### config.mk
export PLATFORM = sky130hd
export DESIGN_NAME = sdes_top
export DESIGN_NICKNAME = d
export VERILOG_FILES = /design/src/rtl/sdes_pkg.sv /design/src/rtl/sdes_frame_ctl.sv /design/src/rtl/sdes_lane.sv /design/src/rtl/sdes_top.sv
export SDC_FILE = /design/constraint.sdc
export NUM_CORES = 1
export LEC_CHECK = 0
export ABC_AREA = 1
export BUFFER_PORTS_ARGS = -buffer_cell sky130_fd_sc_hd__buf_2
export CORE_ASPECT_RATIO = 1.4
export CORE_MARGIN = 4
export CORE_UTILIZATION = 40
export CTS_BUF_LIST = sky130_fd_sc_hd__clkbuf_2 sky130_fd_sc_hd__clkbuf_4 sky130_fd_sc_hd__clkbuf_8
export CTS_CLUSTER_SIZE = 20
export DETAILED_ROUTE_END_ITERATION = 8
export PLACE_DENSITY = 0.6
export SETUP_SLACK_MARGIN = 0.4
export SKIP_CTS_REPAIR_TIMING = 1
export SLEW_MARGIN = 10
export SYNTH_ARGS = -nofsm -noshare
export SYNTH_HDL_FRONTEND = slang
export SYNTH_SLANG_ARGS = --single-unit
### constraint.sdc
create_clock -name clk -period 2 [get_ports clk]
set_input_delay 0 -clock clk [delete_from_list [all_inputs] [get_ports clk]]
set_output_delay 0 -clock clk [all_outputs]
set_load 0.01 [all_outputs]
### src/rtl/sdes_pkg.sv
package sdes_pkg;
  typedef enum logic {
    FMT_TWOS   = 1'b0,
    FMT_OFFSET = 1'b1
  } sdes_fmt_e;

  localparam int unsigned SDES_LANES_DEF  = 8;
  localparam int unsigned SDES_WORD_W_DEF = 10;
endpackage

### src/rtl/sdes_frame_ctl.sv
module sdes_frame_ctl #(
  parameter int unsigned WORD_W = 10
) (
  input  logic clk,
  input  logic rst_n,
  input  logic bit_en,
  input  logic frame_in,
  output logic word_done,
  output logic locked,
  output logic align_err
);
  localparam int unsigned CNT_W = (WORD_W > 1) ? $clog2(WORD_W) : 1;
  localparam logic [CNT_W-1:0] LAST = CNT_W'(WORD_W - 1);

  logic [CNT_W-1:0] cnt_q, cnt_n;
  logic             frame_q, frame_n;
  logic             lock_q, lock_n;
  logic             align_q, align_n;
  logic             rise;

  always_comb begin
    rise    = bit_en && frame_in && !frame_q;
    frame_n = bit_en ? frame_in : frame_q;
    lock_n  = lock_q || rise;
    if (rise) begin
      cnt_n = '0;
    end else if (bit_en && lock_q) begin
      cnt_n = (cnt_q == LAST) ? '0 : cnt_q + 1'b1;
    end else begin
      cnt_n = cnt_q;
    end
    align_n   = rise && (cnt_q != LAST);
    word_done = bit_en && lock_n && !rise && (cnt_n == LAST);
  end

  always_ff @(posedge clk or negedge rst_n) begin
    if (!rst_n) begin
      cnt_q   <= LAST;
      frame_q <= 1'b0;
      lock_q  <= 1'b0;
      align_q <= 1'b0;
    end else begin
      cnt_q   <= cnt_n;
      frame_q <= frame_n;
      lock_q  <= lock_n;
      align_q <= align_n;
    end
  end

  assign locked    = lock_q;
  assign align_err = align_q;

  a_r7_resync_at_zero: assert property (@(posedge clk) disable iff (!rst_n)
    align_q |-> (cnt_q == '0));
  a_r4_cnt_in_range: assert property (@(posedge clk) disable iff (!rst_n)
    cnt_q <= LAST);
  a_r5_idle_until_lock: assert property (@(posedge clk) disable iff (!rst_n)
    !lock_q |-> (cnt_q == LAST));
  a_r10_hold_without_enable: assert property (@(posedge clk) disable iff (!rst_n)
    !bit_en |=> $stable(cnt_q) && $stable(frame_q));
endmodule

### src/rtl/sdes_lane.sv
module sdes_lane #(
  parameter int unsigned       WORD_W    = 10,
  parameter logic [WORD_W-1:0] TEST_WORD = 10'b0001011101
) (
  input  logic              clk,
  input  logic              rst_n,
  input  logic              bit_en,
  input  logic              bit_in,
  input  logic              word_done,
  input  logic              fmt_offset,
  input  logic              chk_en,
  input  logic              chk_clr,
  output logic [WORD_W-1:0] word_o,
  output logic              err_o
);
  localparam logic [WORD_W-1:0] MSB_MASK = {1'b1, {(WORD_W-1){1'b0}}};

  logic [WORD_W-1:0] sh_q, sh_n;
  logic [WORD_W-1:0] word_q, word_n;
  logic [WORD_W-1:0] raw;
  logic              err_q, err_n;

  always_comb begin
    raw    = {bit_in, sh_q[WORD_W-1:1]};
    sh_n   = bit_en ? raw : sh_q;
    word_n = word_q;
    if (word_done) begin
      word_n = fmt_offset ? (raw ^ MSB_MASK) : raw;
    end
    if (chk_clr) begin
      err_n = 1'b0;
    end else if (word_done && chk_en && (raw != TEST_WORD)) begin
      err_n = 1'b1;
    end else begin
      err_n = err_q;
    end
  end

  always_ff @(posedge clk or negedge rst_n) begin
    if (!rst_n) begin
      sh_q   <= '0;
      word_q <= '0;
      err_q  <= 1'b0;
    end else begin
      sh_q   <= sh_n;
      word_q <= word_n;
      err_q  <= err_n;
    end
  end

  assign word_o = word_q;
  assign err_o  = err_q;

  a_r9_err_sticky: assert property (@(posedge clk) disable iff (!rst_n)
    (err_q && !chk_clr) |=> err_q);
  a_r9_clear_wins: assert property (@(posedge clk) disable iff (!rst_n)
    chk_clr |=> !err_q);
  a_r4_word_holds: assert property (@(posedge clk) disable iff (!rst_n)
    !word_done |=> $stable(word_q));
endmodule

### src/rtl/sdes_top.sv
module sdes_top #(
  parameter int unsigned LANES  = sdes_pkg::SDES_LANES_DEF,
  parameter int unsigned WORD_W = sdes_pkg::SDES_WORD_W_DEF,
  parameter logic [WORD_W-1:0] TEST_WORD = 10'b0001011101
) (
  input  logic                    clk,
  input  logic                    rst_n,
  input  logic                    bit_en,
  input  logic                    frame_in,
  input  logic [LANES-1:0]        lane_in,
  input  logic                    fmt_offset,
  input  logic                    chk_en,
  input  logic                    chk_clr,
  output logic [LANES*WORD_W-1:0] words,
  output logic                    word_valid,
  output logic                    align_lost,
  output logic [LANES-1:0]        test_err
);
  logic word_done;
  logic locked;
  logic valid_q;

  sdes_frame_ctl #(.WORD_W(WORD_W)) u_ctl (
    .clk       (clk),
    .rst_n     (rst_n),
    .bit_en    (bit_en),
    .frame_in  (frame_in),
    .word_done (word_done),
    .locked    (locked),
    .align_err (align_lost)
  );

  for (genvar g = 0; g < LANES; g++) begin : g_lane
    sdes_lane #(.WORD_W(WORD_W), .TEST_WORD(TEST_WORD)) u_lane (
      .clk        (clk),
      .rst_n      (rst_n),
      .bit_en     (bit_en),
      .bit_in     (lane_in[g]),
      .word_done  (word_done),
      .fmt_offset (fmt_offset),
      .chk_en     (chk_en),
      .chk_clr    (chk_clr),
      .word_o     (words[g*WORD_W +: WORD_W]),
      .err_o      (test_err[g])
    );
  end

  always_ff @(posedge clk or negedge rst_n) begin
    if (!rst_n) begin
      valid_q <= 1'b0;
    end else begin
      valid_q <= word_done;
    end
  end

  assign word_valid = valid_q;

  a_r4_valid_single: assert property (@(posedge clk) disable iff (!rst_n)
    word_valid |=> !word_valid);
  a_r5_no_valid_unlocked: assert property (@(posedge clk) disable iff (!rst_n)
    !locked |-> !word_valid);
  a_r7_no_word_on_resync: assert property (@(posedge clk) disable iff (!rst_n)
    align_lost |-> !word_valid);
endmodule

-- Word-level counts from Yosys, hierarchy flattened
Index checks and enable logic that the tools add are counted.
- input port bits: 15
- register bits after elaboration: 176
- reductions and logical operators: 27
- mux-type cells: 27
- add/subtract/negate cells: 1
- bitwise gates (word level): 8
- equal/unequal tests: 11
- operators with widths (kind ; count):
    two-way mux 10 bit ; 8
    inequality test 10 x 7 -> 1 bit, second input constant ; 8
    logical AND 1 bit ; 16
    two-way mux 1 bit ; 16
    nonzero test 2 bit ; 8
    two-way mux 4 bit ; 3
    equality test 4 bit, second input constant ; 2
    NOT 1 bit ; 8
    adder 4 x 1 -> 4 bit, second input constant ; 1
    inequality test 4 bit, second input constant ; 1
    logical NOT 1 bit ; 2
    logical OR 1 bit ; 1

-- Longest topological paths before layout
- depth after elaboration: 10
- gate-level depth with buffers: 11

-- Modules after synthesis
From an unflattened synthesis, not the netlist that was laid out.
- cell total of the unflattened synthesis: 735
- area, all modules: 6820.3 sq um
- modules (own cells, without submodules) (module ; cells an instance ; instances ; area an instance (sq um)):
    sdes_lane ; 86 ; 8 ; 804.5
    sdes_frame_ctl ; 46 ; 1 ; 359.1
    sdes_top ; 1 ; 1 ; 25.0

-- Least setup slack after synthesis
OpenSTA, ideal clock, no wires.
- kind: reg2reg
- start point: register u_ctl.cnt_q[0]
- end point: register g_lane[4].u_lane.word_q[6]
- path slack: 399 ps
- data arrival time: 1480 ps
- stages on the path, launching flop included: 10
- buffers on the path: 2
- cell sequence: dfstp_2 nand2_1 nor2_1 nand2_1 nand3_1 nand2_1 nor2_2 buf_2 buf_4 a21oi_1
- longest elaborated chain between the ends: 6
- elaborated cells on any way between the ends: 7
- classes of those cells: add/sub (1); eq/ne (2); mux (3); reduce/logical (1)
- ends and longest elaborated chain (what ; RTL line ; text):
    start, declared ; sdes_frame_ctl.sv:15 ; logic [CNT_W-1:0] cnt_q, cnt_n;
    start signal, assigned ; sdes_frame_ctl.sv:43 ; cnt_q <= cnt_n;
    adder 4 x 1 -> 4 bit or equality test 4 bit (tied branches) ; sdes_frame_ctl.sv:28 ; cnt_n = (cnt_q == LAST) ? '0 : cnt_q + 1'b1;
    two-way mux 4 bit ; sdes_frame_ctl.sv:28 ;
    two-way mux 4 bit (*) ; sdes_frame_ctl.sv:27 ; end else if (bit_en && lock_q) begin
    two-way mux 4 bit (*) ; sdes_frame_ctl.sv:25 ; if (rise) begin
    equality test 4 bit (*) ; sdes_frame_ctl.sv:33 ; word_done = bit_en && lock_n && !rise && (cnt_n == LAST);
    logical AND 1 bit (*) ; sdes_frame_ctl.sv:33 ;
    end signal, assigned ; sdes_lane.sv:46 ; word_q <= word_n;
    end, declared ; sdes_lane.sv:19 ; logic [WORD_W-1:0] word_q, word_n;
Mark *: on every way between the ends. The rest lies on a longest branch, timed or not.
A chain may end at the register's enable or synchronous reset.

-- Worst setup path after layout
- start point: register u_ctl.cnt_q[0]
- end point: register g_lane[5].u_lane.word_q[6]
- longest elaborated chain between the ends: 6
- elaborated cells on any way between the ends: 7
- classes of those cells: add/sub (1); eq/ne (2); mux (3); reduce/logical (1)
- ends and longest elaborated chain (what ; RTL line):
    adder 4 x 1 -> 4 bit or equality test 4 bit (tied branches) ; sdes_frame_ctl.sv:28
    two-way mux 4 bit ; sdes_frame_ctl.sv:28
    two-way mux 4 bit (*) ; sdes_frame_ctl.sv:27
    two-way mux 4 bit (*) ; sdes_frame_ctl.sv:25
    equality test 4 bit (*) ; sdes_frame_ctl.sv:33
    logical AND 1 bit (*) ; sdes_frame_ctl.sv:33
    end signal, assigned ; sdes_lane.sv:46
    end, declared ; sdes_lane.sv:19
Marks and branches as above.

==> reports/summary.txt <==
================================================================================
WHS                                                                  -0.06682 ns
Max-slew violation total from the final report                                 0
Drt first pass iters                                                           5
Period utilization                                                        0.9323
Clock slew at reported path FFs                                          0.09 ns
Critical register-to-register path startpoint                       u_ctl.cnt_q[0]$_DFF_PN1_
Initial standard-cell utilization of the core                             0.4065
Count of endpoints failing setup in the final report                           0
Proportion of netlist area held by the largest area contributor           0.6319
Die area                                                              18580 um^2
Final-report hold violation count                                              8
Leading area contributor after synthesis                                 dfrtp_1
Clock tree from TritonCTS                                                    yes
FF-to-FF setup slack                                                     0.14 ns
Sequential element share of the synthesized area                          0.6399
Worst setup endpoint                                                g_lane[5].u_lane.word_o[6]$_DFFE_PN0P_
Static Leak                                                             3.926 nW
Worst endpoint required time                                             2.38 ns
Endpoint of the lowest-slack register-to-register path              g_lane[5].u_lane.word_o[6]$_DFFE_PN0P_
Rows                                                                          55
Fin Setup TNS                                                               0 ns
First-pass GRT wire length                                              23.64 mm
Cell type group with the largest total delay on the critical path   simple AND/OR/NAND/NOR gates
Drt total wl                                                            15.87 mm
Stages on the worst setup path                                                11
Port buffer count                                                            104
Startpoint of the most critical setup path                          u_ctl.cnt_q[0]$_DFF_PN1_
RSZ-0062 raised after global routing                                         yes
Post-detailed-placement half-perimeter wirelength                       9.772 mm
CP Data Arrival Time                                                     2.25 ns
Clock Skew                                                            0.01120 ns
Average size of a mapped cell                                         9.418 um^2
R2R cell count                                                                11
Yosys cell types                                                              18
Fmax                                                                   536.3 MHz
Ordered cell list for the critical path                             nand2_2 > nor2_1 > nand2_1 > nand2_1 > nand3_2 > nor2_4 > buf_4 > buf_4 > clkbuf_16 > nor2_1 > a21oi_1
Floorplan Core Area                                                   16170 um^2
Total clock sinks                                                            168
Max Buffers Root-to-Sink                                                       2
Final weighted congestion in routability-driven placement                 0.7657
Nets in the synthesized netlist                                              713
Path type of the worst setup path                                        reg2reg
Transition time at the pin with the least slew margin                  0.6487 ns
P per Cell Area                                                     1285 nW/um^2
Layout-stage area growth over the synthesis result                        27.43%
Insertion delay of the later-clocked pin in the worst-skew pair          0.45 ns
Vertical extent of the die                                              159.7 um
Largest net degree at the start of global routing                             79
Crit path max fanout                                                          13
Iteration-0 DRC Markers                                                      291
Violations in the final reports                                      hold timing
Max-Cap Viols                                                                  0
Worst relative slew slack                                                 0.5675
Global-route usage over all layers                                        0.1603
Number of top-level pins                                                     105
Path type of the worst min-delay path                                     in2reg
Antenna fix cells                                                              0
Outcome                                                             complete, but fails checks
Routed vias                                                                 5079
Die Span X                                                              116.3 um
Wirelength per Cell                                                     15.33 um
Remaining antenna violation count after routing                                0
Total grt overflow                                                             0
Via count of the first global-routing pass                                  4898
Highest ir drop seen on vdd                                          0.0007347 V
Number of buffer and inverter stages on the critical path                      3
Number of nets in the layout                                                 839
Total standard cell area after synthesis                               6574 um^2
Initial antenna violation count                                                0
Total CTS buffers                                                             17
Number of levels in the clock H-tree                                           4
Layout cell share with drive strength beyond 1                            0.2344
Gate Count Post-Synth                                                        698
Warning count from the yosys run                                               0
Ratio of routed vias to standard cells                                     4.907
Clock tree root driver cell                                             clkbuf_8
Critical Path Sink Type                                                flip-flop
Final Critical Period                                                   1.865 ns
Post-layout util                                                          0.5180
Crit start category                                                    flip-flop
Remaining routing DRC violations                                               0
Max incr delay on CP                                                     0.57 ns
Top post-synthesis cells by area                                    dfrtp_1 (63%), a21oi_1 (6.9%), o21ai_0 (5.8%), nor2_1 (5.3%), nand2_1 (5.1%)
Crit-path slowest cell                                                   dfstp_2
Flop and latch count out of synthesis                                        168
================================================================================
routing by layer:
layer,global-route usage,wire [um]
met4,0.04485,127
met3,0.04890,817
met2,0.2607,8095
met5,0,0
met1,0.2067,6830
cell usage in the layout, fill, tap and decap left out:
cell / instances
dlygate4sd3_1: 14
nand2_1: 89
nor4_1: 8
o21bai_1: 1
clkinvlp_4: 2
clkinv_2: 1
inv_6: 1
buf_2: 102
buf_8: 3
nand2_2: 1
nor2_1: 87
dfrtp_1: 166
a21oi_2: 16
o21ai_0: 76
inv_1: 89
nand3_2: 1
xnor2_1: 8
clkbuf_8: 19
nor2_2: 3
nand4_1: 2
nand3_1: 18
bufinv_16: 3
a21oi_1: 74
buf_12: 8
nor2_4: 4
clkbuf_16: 9
clkbuf_4: 2
dfstp_2: 2
nor3_1: 8
buf_4: 8
buf_6: 6
clkinv_4: 3
buf_16: 2
flip-flops by register name, summed over array words and instances (netlist names):
name / flops
u_ctl.frame_q: 1
u_ctl.cnt_q: 4
u_ctl.locked: 1
g_lane.u_lane.word_o: 80
word_valid: 1
g_lane.u_lane.err_o: 8
g_lane.u_lane.sh_q: 72
u_ctl.align_err: 1
power breakdown:
part	leakage, nW	switching [W]	internal, W
clock network	0.209	0.00120	0.00133
logic	1.65	0.00177	0.00135
registers	2.06	0.000650	0.00447
how the worst min path moves through the flow:
stage / startpoint / end / slack, ns / depth (start not counted)
after global placement: rst_n / g_lane[1].u_lane.word_o[6]$_DFFE_PN0P_ / -0.04 / 1
after floorplan: rst_n / g_lane[0].u_lane.err_o$_DFFE_PN0P_ / -0.30 / 0
after CTS: rst_n / g_lane[1].u_lane.word_o[6]$_DFFE_PN0P_ / -0.54 / 1
after detailed placement: rst_n / g_lane[1].u_lane.word_o[6]$_DFFE_PN0P_ / -0.03 / 1
after global routing: chk_en / g_lane[0].u_lane.err_o$_DFFE_PN0P_ / -0.08 / 3
final: chk_en / g_lane[6].u_lane.err_o$_DFFE_PN0P_ / -0.07 / 3
stage by stage:
| stage | power [W] | hold WS, ns | setup WS (ns) | std cells | area [um^2] |
|---|---|---|---|---|---|
| global route | 0.01148 | -0.07920 | 0.02967 | 1035 | 8377 |
| finish | 0.01077 | -0.06682 | 0.1355 | 1035 | 8377 |
| detailed placement | 0.008034 | -0.03202 | 0.1335 | 965 | 7266 |
| CTS | 0.01061 | -0.5446 | 0.1114 | 996 | 7687 |
| global placement | 0.007913 | -0.04108 | 0.2206 | 965 | 7266 |
| floorplan | 0.006650 | -0.2956 | 0.4026 | 698 | 6576 |
cell usage after synthesis (all sizes together):
| cell | instances |
|---|---|
| a21oi | 90 |
| buf | 28 |
| clkbuf | 17 |
| dfrtp | 166 |
| dfstp | 2 |
| inv | 89 |
| nand2 | 90 |
| nand3 | 19 |
| nand4 | 2 |
| nor2 | 94 |
| nor3 | 8 |
| nor4 | 8 |
| o21ai | 76 |
| o21bai | 1 |
| xnor2 | 8 |
final cells by class:
| class | count | area [um^2] |
|---|---|---|
| inverters | 89 | 334.1 |
| clock buffers | 21 | 276.5 |
| clock inverters | 10 | 145.1 |
| repair buffers | 152 | 1264 |
| fillers | 1457 | 7795 |
| well taps | 199 | 249.0 |
| multi-input cells | 396 | 1902 |
| flip-flops and latches | 168 | 4207 |
tightest hold or removal path: cells and delay by family:
family,cells,cell delay (ns)
buffers and inverters,1,0.19
and+or+nand+nor,1,0.11
AOI/OAI and AO/OA,1,0.05
kinds of logic (layout without fill, tap and decap cells):
group	after synthesis	count (layout)	synth area share
and+or+nand+nor	221	221	0.1355
DFF	168	168	0.6399
AOI/OAI and AO/OA	167	167	0.1275
buffers and inverters	134	272	0.08641
xor gates and xnor gates	8	8	0.01066
Note: power is estimated with default switching activity, not from simulation.
